$ cat src/rtl/mbx_pkg.sv
package mbx_pkg;

  localparam int STAT_OF_BIT  = 0;
  localparam int STAT_IF_BIT  = 1;
  localparam int STAT_OVR_BIT = 2;

  // pin bundle order inside the synchronizer: {csN, addr, wrN, rdN}
  localparam int PIN_CS = 3;
  localparam int PIN_AD = 2;
  localparam int PIN_WR = 1;
  localparam int PIN_RD = 0;
  localparam logic [3:0] PIN_IDLE = 4'b1011;

  typedef struct packed {
    logic captureIn;  // take host word into inbound register
    logic loadOut;    // take internal word into outbound register
    logic driveOut;   // host pad output enable
  } mbxStrobe_t;

endpackage

$ cat src/rtl/mbx_sync.sv
module mbx_sync #(
  parameter int         W       = 4,
  parameter int         STAGES  = 2,
  parameter logic [W-1:0] RST_VAL = '0
) (
  input  logic         clk,
  input  logic         rst,
  input  logic [W-1:0] asyncIn,
  output logic [W-1:0] syncOut
);

  logic [W-1:0] chain [STAGES];

  always_ff @(posedge clk) begin
    if (rst) begin
      for (int i = 0; i < STAGES; i++) chain[i] <= RST_VAL;
    end else begin
      chain[0] <= asyncIn;
      for (int i = 1; i < STAGES; i++) chain[i] <= chain[i-1];
    end
  end

  assign syncOut = chain[STAGES-1];

endmodule

$ cat src/rtl/mbx_ctrl.sv
module mbx_ctrl
  import mbx_pkg::*;
#(
  parameter int              DATA_W    = 16,
  parameter int              ADDR_W    = 16,
  parameter logic [ADDR_W-1:0] CTRL_ADDR = 16'hC006,
  parameter logic [ADDR_W-1:0] DATA_ADDR = 16'hC0C4,
  parameter logic [DATA_W-1:0] EN_MASK   = 16'h0006
) (
  input  logic              clk,
  input  logic              rst,
  input  logic [3:0]        pinSync,
  input  logic              csNRaw,
  input  logic              addrRaw,
  input  logic              rdNRaw,
  input  logic [ADDR_W-1:0] busAddr,
  input  logic              busWrEn,
  input  logic [DATA_W-1:0] busWrData,
  input  logic              clrInFull,
  output mbxStrobe_t        strobe,
  output logic              inFull,
  output logic              outFull,
  output logic              overrun,
  output logic [DATA_W-1:0] ctrlReg
);

  logic wrPrev, rdPrev;
  logic enabled, hostSel, wrRise, rdRise;
  logic hostWrDone, hostRdDone, ctrlWrite;

  always_ff @(posedge clk) begin
    if (rst) begin
      wrPrev <= PIN_IDLE[PIN_WR];
      rdPrev <= PIN_IDLE[PIN_RD];
    end else begin
      wrPrev <= pinSync[PIN_WR];
      rdPrev <= pinSync[PIN_RD];
    end
  end

  assign enabled    = (ctrlReg & EN_MASK) == EN_MASK;
  assign hostSel    = !pinSync[PIN_CS] && pinSync[PIN_AD];
  assign wrRise     = pinSync[PIN_WR] && !wrPrev;
  assign rdRise     = pinSync[PIN_RD] && !rdPrev;
  assign hostWrDone = enabled && hostSel && wrRise;
  assign hostRdDone = enabled && hostSel && rdRise;
  assign ctrlWrite  = busWrEn && (busAddr == CTRL_ADDR);

  always_comb begin
    strobe.captureIn = hostWrDone;
    strobe.loadOut   = busWrEn && (busAddr == DATA_ADDR);
    strobe.driveOut  = enabled && !csNRaw && addrRaw && !rdNRaw;
  end

  always_ff @(posedge clk) begin
    if (rst) begin
      ctrlReg <= '0;
      inFull  <= 1'b0;
      outFull <= 1'b0;
      overrun <= 1'b0;
    end else begin
      if (ctrlWrite) ctrlReg <= busWrData;
      if (hostWrDone) begin
        inFull <= 1'b1;
        if (inFull && !clrInFull) overrun <= 1'b1;
      end else if (clrInFull) begin
        inFull <= 1'b0;
      end
      if (strobe.loadOut)  outFull <= 1'b1;
      else if (hostRdDone) outFull <= 1'b0;
    end
  end

  assert_if_set_R3: assert property (@(posedge clk) disable iff (rst)
    hostWrDone |=> inFull);
  assert_if_hold_R4: assert property (@(posedge clk) disable iff (rst)
    (!hostWrDone && !clrInFull) |=> $stable(inFull));
  assert_of_set_R5: assert property (@(posedge clk) disable iff (rst)
    strobe.loadOut |=> outFull);
  assert_of_clear_R7: assert property (@(posedge clk) disable iff (rst)
    (hostRdDone && !strobe.loadOut) |=> !outFull);
  assert_ovr_sticky_R8: assert property (@(posedge clk) disable iff (rst)
    overrun |=> overrun);
  assert_disabled_quiet_R1: assert property (@(posedge clk) disable iff (rst)
    (!enabled && !clrInFull) |=> $stable(inFull));

endmodule

$ cat src/rtl/mbx_dp.sv
module mbx_dp
  import mbx_pkg::*;
#(
  parameter int              DATA_W    = 16,
  parameter int              ADDR_W    = 16,
  parameter logic [ADDR_W-1:0] CTRL_ADDR = 16'hC006,
  parameter logic [ADDR_W-1:0] STAT_ADDR = 16'hC0C2,
  parameter logic [ADDR_W-1:0] DATA_ADDR = 16'hC0C4
) (
  input  logic              clk,
  input  logic              rst,
  input  mbxStrobe_t        strobe,
  input  logic [DATA_W-1:0] hostDataIn,
  input  logic [ADDR_W-1:0] busAddr,
  input  logic [DATA_W-1:0] busWrData,
  input  logic              inFull,
  input  logic              outFull,
  input  logic              overrun,
  input  logic [DATA_W-1:0] ctrlReg,
  output logic [DATA_W-1:0] hostDataOut,
  output logic              hostDataOe,
  output logic [DATA_W-1:0] busRdData
);

  localparam int PAD_W = DATA_W - 3;

  logic [DATA_W-1:0] inWord, outWord, statusWord;

  always_ff @(posedge clk) begin
    if (rst) begin
      inWord  <= '0;
      outWord <= '0;
    end else begin
      if (strobe.captureIn) inWord  <= hostDataIn;
      if (strobe.loadOut)   outWord <= busWrData;
    end
  end

  always_comb begin
    statusWord = '0;
    statusWord[STAT_OF_BIT]  = outFull;
    statusWord[STAT_IF_BIT]  = inFull;
    statusWord[STAT_OVR_BIT] = overrun;
  end

  always_comb begin
    if (busAddr == DATA_ADDR)      busRdData = inWord;
    else if (busAddr == STAT_ADDR) busRdData = statusWord;
    else if (busAddr == CTRL_ADDR) busRdData = ctrlReg;
    else                           busRdData = '0;
  end

  assign hostDataOe  = strobe.driveOut;
  assign hostDataOut = strobe.driveOut ? outWord : '0;

  assert_capture_R2: assert property (@(posedge clk) disable iff (rst)
    strobe.captureIn |=> inWord == $past(hostDataIn));
  assert_load_R5: assert property (@(posedge clk) disable iff (rst)
    strobe.loadOut |=> outWord == $past(busWrData));
  assert_status_pad_R12: assert property (@(posedge clk) disable iff (rst)
    statusWord[DATA_W-1:3] == PAD_W'(0));

endmodule

$ cat src/rtl/mbx_host_if.sv
module mbx_host_if
  import mbx_pkg::*;
#(
  parameter int              DATA_W      = 16,
  parameter int              ADDR_W      = 16,
  parameter int              SYNC_STAGES = 2,
  parameter logic [ADDR_W-1:0] CTRL_ADDR   = 16'hC006,
  parameter logic [ADDR_W-1:0] STAT_ADDR   = 16'hC0C2,
  parameter logic [ADDR_W-1:0] DATA_ADDR   = 16'hC0C4,
  parameter logic [DATA_W-1:0] EN_MASK     = 16'h0006
) (
  input  logic              clk,
  input  logic              rst,
  input  logic              hostCsN,
  input  logic              hostAddr,
  input  logic              hostWrN,
  input  logic              hostRdN,
  input  logic [DATA_W-1:0] hostDataIn,
  output logic [DATA_W-1:0] hostDataOut,
  output logic              hostDataOe,
  input  logic [ADDR_W-1:0] busAddr,
  input  logic              busWrEn,
  input  logic [DATA_W-1:0] busWrData,
  output logic [DATA_W-1:0] busRdData,
  input  logic              clrInFull
);

  logic [3:0]        pinSync;
  mbxStrobe_t        strobe;
  logic              inFull, outFull, overrun;
  logic [DATA_W-1:0] ctrlReg;

  mbx_sync #(.W(4), .STAGES(SYNC_STAGES), .RST_VAL(PIN_IDLE)) uSync (
    .clk(clk), .rst(rst),
    .asyncIn({hostCsN, hostAddr, hostWrN, hostRdN}),
    .syncOut(pinSync)
  );

  mbx_ctrl #(.DATA_W(DATA_W), .ADDR_W(ADDR_W), .CTRL_ADDR(CTRL_ADDR),
             .DATA_ADDR(DATA_ADDR), .EN_MASK(EN_MASK)) uCtrl (
    .clk(clk), .rst(rst), .pinSync(pinSync),
    .csNRaw(hostCsN), .addrRaw(hostAddr), .rdNRaw(hostRdN),
    .busAddr(busAddr), .busWrEn(busWrEn), .busWrData(busWrData),
    .clrInFull(clrInFull), .strobe(strobe),
    .inFull(inFull), .outFull(outFull), .overrun(overrun), .ctrlReg(ctrlReg)
  );

  mbx_dp #(.DATA_W(DATA_W), .ADDR_W(ADDR_W), .CTRL_ADDR(CTRL_ADDR),
           .STAT_ADDR(STAT_ADDR), .DATA_ADDR(DATA_ADDR)) uDp (
    .clk(clk), .rst(rst), .strobe(strobe), .hostDataIn(hostDataIn),
    .busAddr(busAddr), .busWrData(busWrData),
    .inFull(inFull), .outFull(outFull), .overrun(overrun), .ctrlReg(ctrlReg),
    .hostDataOut(hostDataOut), .hostDataOe(hostDataOe), .busRdData(busRdData)
  );

endmodule

$ cat config.mk
export PLATFORM = sky130hd
export DESIGN_NAME = mbx_host_if
export DESIGN_NICKNAME = d
export VERILOG_FILES = /design/src/rtl/mbx_pkg.sv /design/src/rtl/mbx_sync.sv /design/src/rtl/mbx_ctrl.sv /design/src/rtl/mbx_dp.sv /design/src/rtl/mbx_host_if.sv
export SDC_FILE = /design/constraint.sdc
export NUM_CORES = 1
export LEC_CHECK = 0
export BUFFER_PORTS_ARGS = -buffer_cell sky130_fd_sc_hd__buf_2
export CORE_ASPECT_RATIO = 1.2
export CORE_UTILIZATION = 50
export DETAILED_ROUTE_END_ITERATION = 16
export PLACE_DENSITY = 0.8
export SLEW_MARGIN = 15
export SYNTH_ARGS = -nofsm -noshare
export SYNTH_HDL_FRONTEND = slang
export SYNTH_SLANG_ARGS = --single-unit
$ cat constraint.sdc
create_clock -name clk -period 2.05 [get_ports clk]
set_clock_uncertainty 0.05 [all_clocks]
set_input_delay 0.1025 -clock clk [delete_from_list [all_inputs] [get_ports clk]]
set_output_delay 0.1025 -clock clk [all_outputs]
set_load 0.01 [all_outputs]
==> flow_summary.toml <==
[floorplan]
num_io_pins = 89
die_y_um = 80.9
core.rowCount = 28
die_area_um2 = 5480
design.core.area_um2 = 4970
die_w_um = 67.8
start_util = 0.521

[route]
route.detailed.drc = 0
routed-via-count = 2510
final_antenna_net_count = 0
wl_per_cell_um = 14.1
drt-initial-drc-count = 156
firstDrtPassIters = 5
routed_via_density = 5.30
routed_wl_mm = 6.66

[timing]
min_period_ns = 1.98
finalSetupTns_ns = 0
slew_viol_final = 0
maxSlewHeadroom = 0.514
hold_violations = 0
tightest_slew_ns = 0.728
rsz0062_at_grt = "no"
setup_viol = 0
finalCritPeriodShare = 0.964
max_freq_ghz = 0.506

[logic_synthesis]
async_reset_ff_frac = 0
synthCells = 291
syn-num-nets = 347
synthesis.area_um2 = 2590
syn_area_per_cell_um2 = 8.91
yosysUniqueCellTypes = 33
synthFlopType = "dfxtp_1"
ys_ff_latch = 61
seq_area_frac_synth = 0.471
synth_edf_count = 0
yosysWarnings = 0

[worst_setup_path]
critPathMaxStageDelay_ns = 0.67
crit_type = "input port to output port"
reg2reg_slack_ns = 0.51
crit_slowest_cell = "or4b_4"
crit_path_start = "busAddr[3]"
cp_max_fo = 17
cp-endpoint = "busRdData[10]"
rr_endpoint = "uDp.inWord[0]"
crit_top_cell = "buf_2"
startpoint_type = "input port"
cp.required_ns = 1.90
reg2reg_depth = 5
worst_setup_path_end_kind = "output port"
arrival_ns = 1.82
r2r-start = "uCtrl.ctrlReg[2]"
crit_chain = "buf_2 -> or3b_4 -> or4b_4 -> nor2_8 -> a22o_1 -> buf_2"

[power_and_ir_drop]
leakagePower_nw = 1.48
p_per_area_nw_per_um2 = 672
vdd_drop_max_mv = 0.413
power_frac_seq = 0.493
pwr-share-comb = 0.067
swShare = 0.214
power.internal_mw = 1.91
switchingPower_mw = 0.520
clockPowerShare = 0.441

[global_route]
first_global_vias = 2166
use_met1 = 0.342
grt_use_met3 = 0.0590
antenna_found_initial = 0
grtUsageTotal = 0.252
grt_use_met2 = 0.374
grt_max_degree = 44
grt_pass1_wl_mm = 10.2
overflow = 0
busiest_layer = "met2"

[clock_tree]
path_clk_slew_ns = 0.06
h-tree-depth = 3
cts_tree = "built"
cts_buffer_depth = 2
worstSkewPairLatency_ns = 0.32
cts_root_buffer = "clkbuf_8"
cts_sinks = 61
cts_made_buffers = 9
cts_repair_resize_count = 0

[placed_design]
routabilityCongestion = 0.832
place_area_um2 = 3050
dp_hpwl_mm = 4.26
port_buffers = 88

[job]
maxCapViolCount = 0

[finish]
fin_nets = 466
stdcell_area_um2 = 3610
layout-drive-gt1-share = 0.304
area_growth_pct = 39.3
antenna_cells = 0

[worst_hold_path]
min_path_type = "input port to flip-flop"

[run_status]
status = "finished, final reports clean"
==> stage by stage <==
step | util | std cells | hold WS (ns) | setup slack, ns | power (mW)
2_1_floorplan | - | 291 | 0.156 | 0.345 | 1.26
3_3_place_gp | 0.614 | 423 | 0.235 | 0.121 | 1.32
3_5_place_dp | 0.614 | 423 | 0.242 | 0.0592 | 1.33
4_1_cts | 0.726 | 474 | 0.0489 | 0.0597 | 2.44
5_1_grt | 0.726 | 474 | 0.0644 | 0.00838 | 2.51
6_report | 0.726 | 474 | 0.0586 | 0.0728 | 2.43
==> cell type report <==
class                           count  area (um2)
Multi-Input combinational cell    204        1240
Clock inverter                      4        47.5
Tap cell                           60        75.1
Fill cell                         386        1360
Timing Repair Buffer              133         868
Sequential cell                    61        1220
Inverter                            1        3.75
Clock buffer                       11         151
==> registers in the layout, summed over array words and instances (netlist names) <==
| signal | flops |
|---|---|
| uCtrl.ctrlReg | 16 |
| uDp.inWord | 16 |
| uDp.outWord | 16 |
| uSync.chain | 8 |
| uCtrl.inFull | 1 |
| uCtrl.outFull | 1 |
| uCtrl.overrun | 1 |
| uCtrl.rdPrev | 1 |
| uCtrl.wrPrev | 1 |
==> Yosys cell counts, types with 7 or more instances <==
library cell	number	area share
a21oi_1	37	0.071
nor2_1	21	0.030
dfxtp_1	61	0.47
buf_2	7	0.014
and2_1	16	0.039
or2_2	8	0.019
o21ai_1	12	0.023
clkbuf_1	15	0.022
mux2i_1	16	0.062
a22o_1	13	0.044
nand3_1	33	0.064
o21ai_0	21	0.041
==> how the worst min path moves through the flow <==
stage | to | from | depth (start not counted) | slack [ns]
after global routing | uCtrl.inFull | clrInFull | 4 | 0.06
after global placement | uSync.chain[0][1] | hostWrN | 2 | 0.23
after CTS | uCtrl.inFull | clrInFull | 4 | 0.05
after floorplan | uSync.chain[0][0] | hostRdN | 1 | 0.16
final | uCtrl.inFull | clrInFull | 4 | 0.06
after detailed placement | uSync.chain[0][1] | hostWrN | 2 | 0.24
==> worst max-delay path: cells and delay by family <==
family | cells | cell delay, ns
compound gates | 1 | 0.16
buf+inv | 2 | 0.24
simple gates | 3 | 1.32
==> power by group through the flow <==
stage	logic [mW]	registers, mW	clock network [mW]
3_5_place_dp	0.105	1.22	0
3_3_place_gp	0.103	1.22	0
6_report	0.161	1.20	1.07
4_1_cts	0.158	1.20	1.08
2_1_floorplan	0.0372	1.22	0
5_1_grt	0.173	1.20	1.14
==> per-layer routing <==
layer | part of all wire | wire length (um)
met1 | 0.45 | 3000
met2 | 0.47 | 3160
met3 | 0.058 | 388
met5 | 0 | 0
met4 | 0.018 | 121
==> cells by family (layout without fill, tap and decap cells) <==
logic type / after synthesis / count (layout) / share of synthesized area
muxes: 16 / 16 / 0.0617
AOI/OAI and AO/OA: 87 / 87 / 0.190
and+or+nand+nor: 101 / 101 / 0.226
DFF: 61 / 61 / 0.471
buffers and inverters: 26 / 149 / 0.0511
==> timing repair <==
| item | CTS | global route |
|---|---|---|
| hold buffers | 36 | 0 |
| endpoints found under the hold margin | 42 | 0 |
| buffers inserted | 0 | 0 |
==> layout by cell type, fill, tap and decap left out, types with 2 or more instances in the layout <==
master         instances
nand3_1               33
a22oi_1                3
dlygate4sd3_1         36
dfxtp_1               61
or2_2                  8
mux2i_1               16
nand2_1                5
nor2_1                21
clkinv_2               2
o21ai_0               21
clkbuf_8              11
o21ai_1               12
nand4b_1               2
buf_4                  9
a22o_1                13
nor2b_1                3
buf_2                 88
and2_1                16
a21oi_1               37
Note: power is estimated with default switching activity, not from simulation.
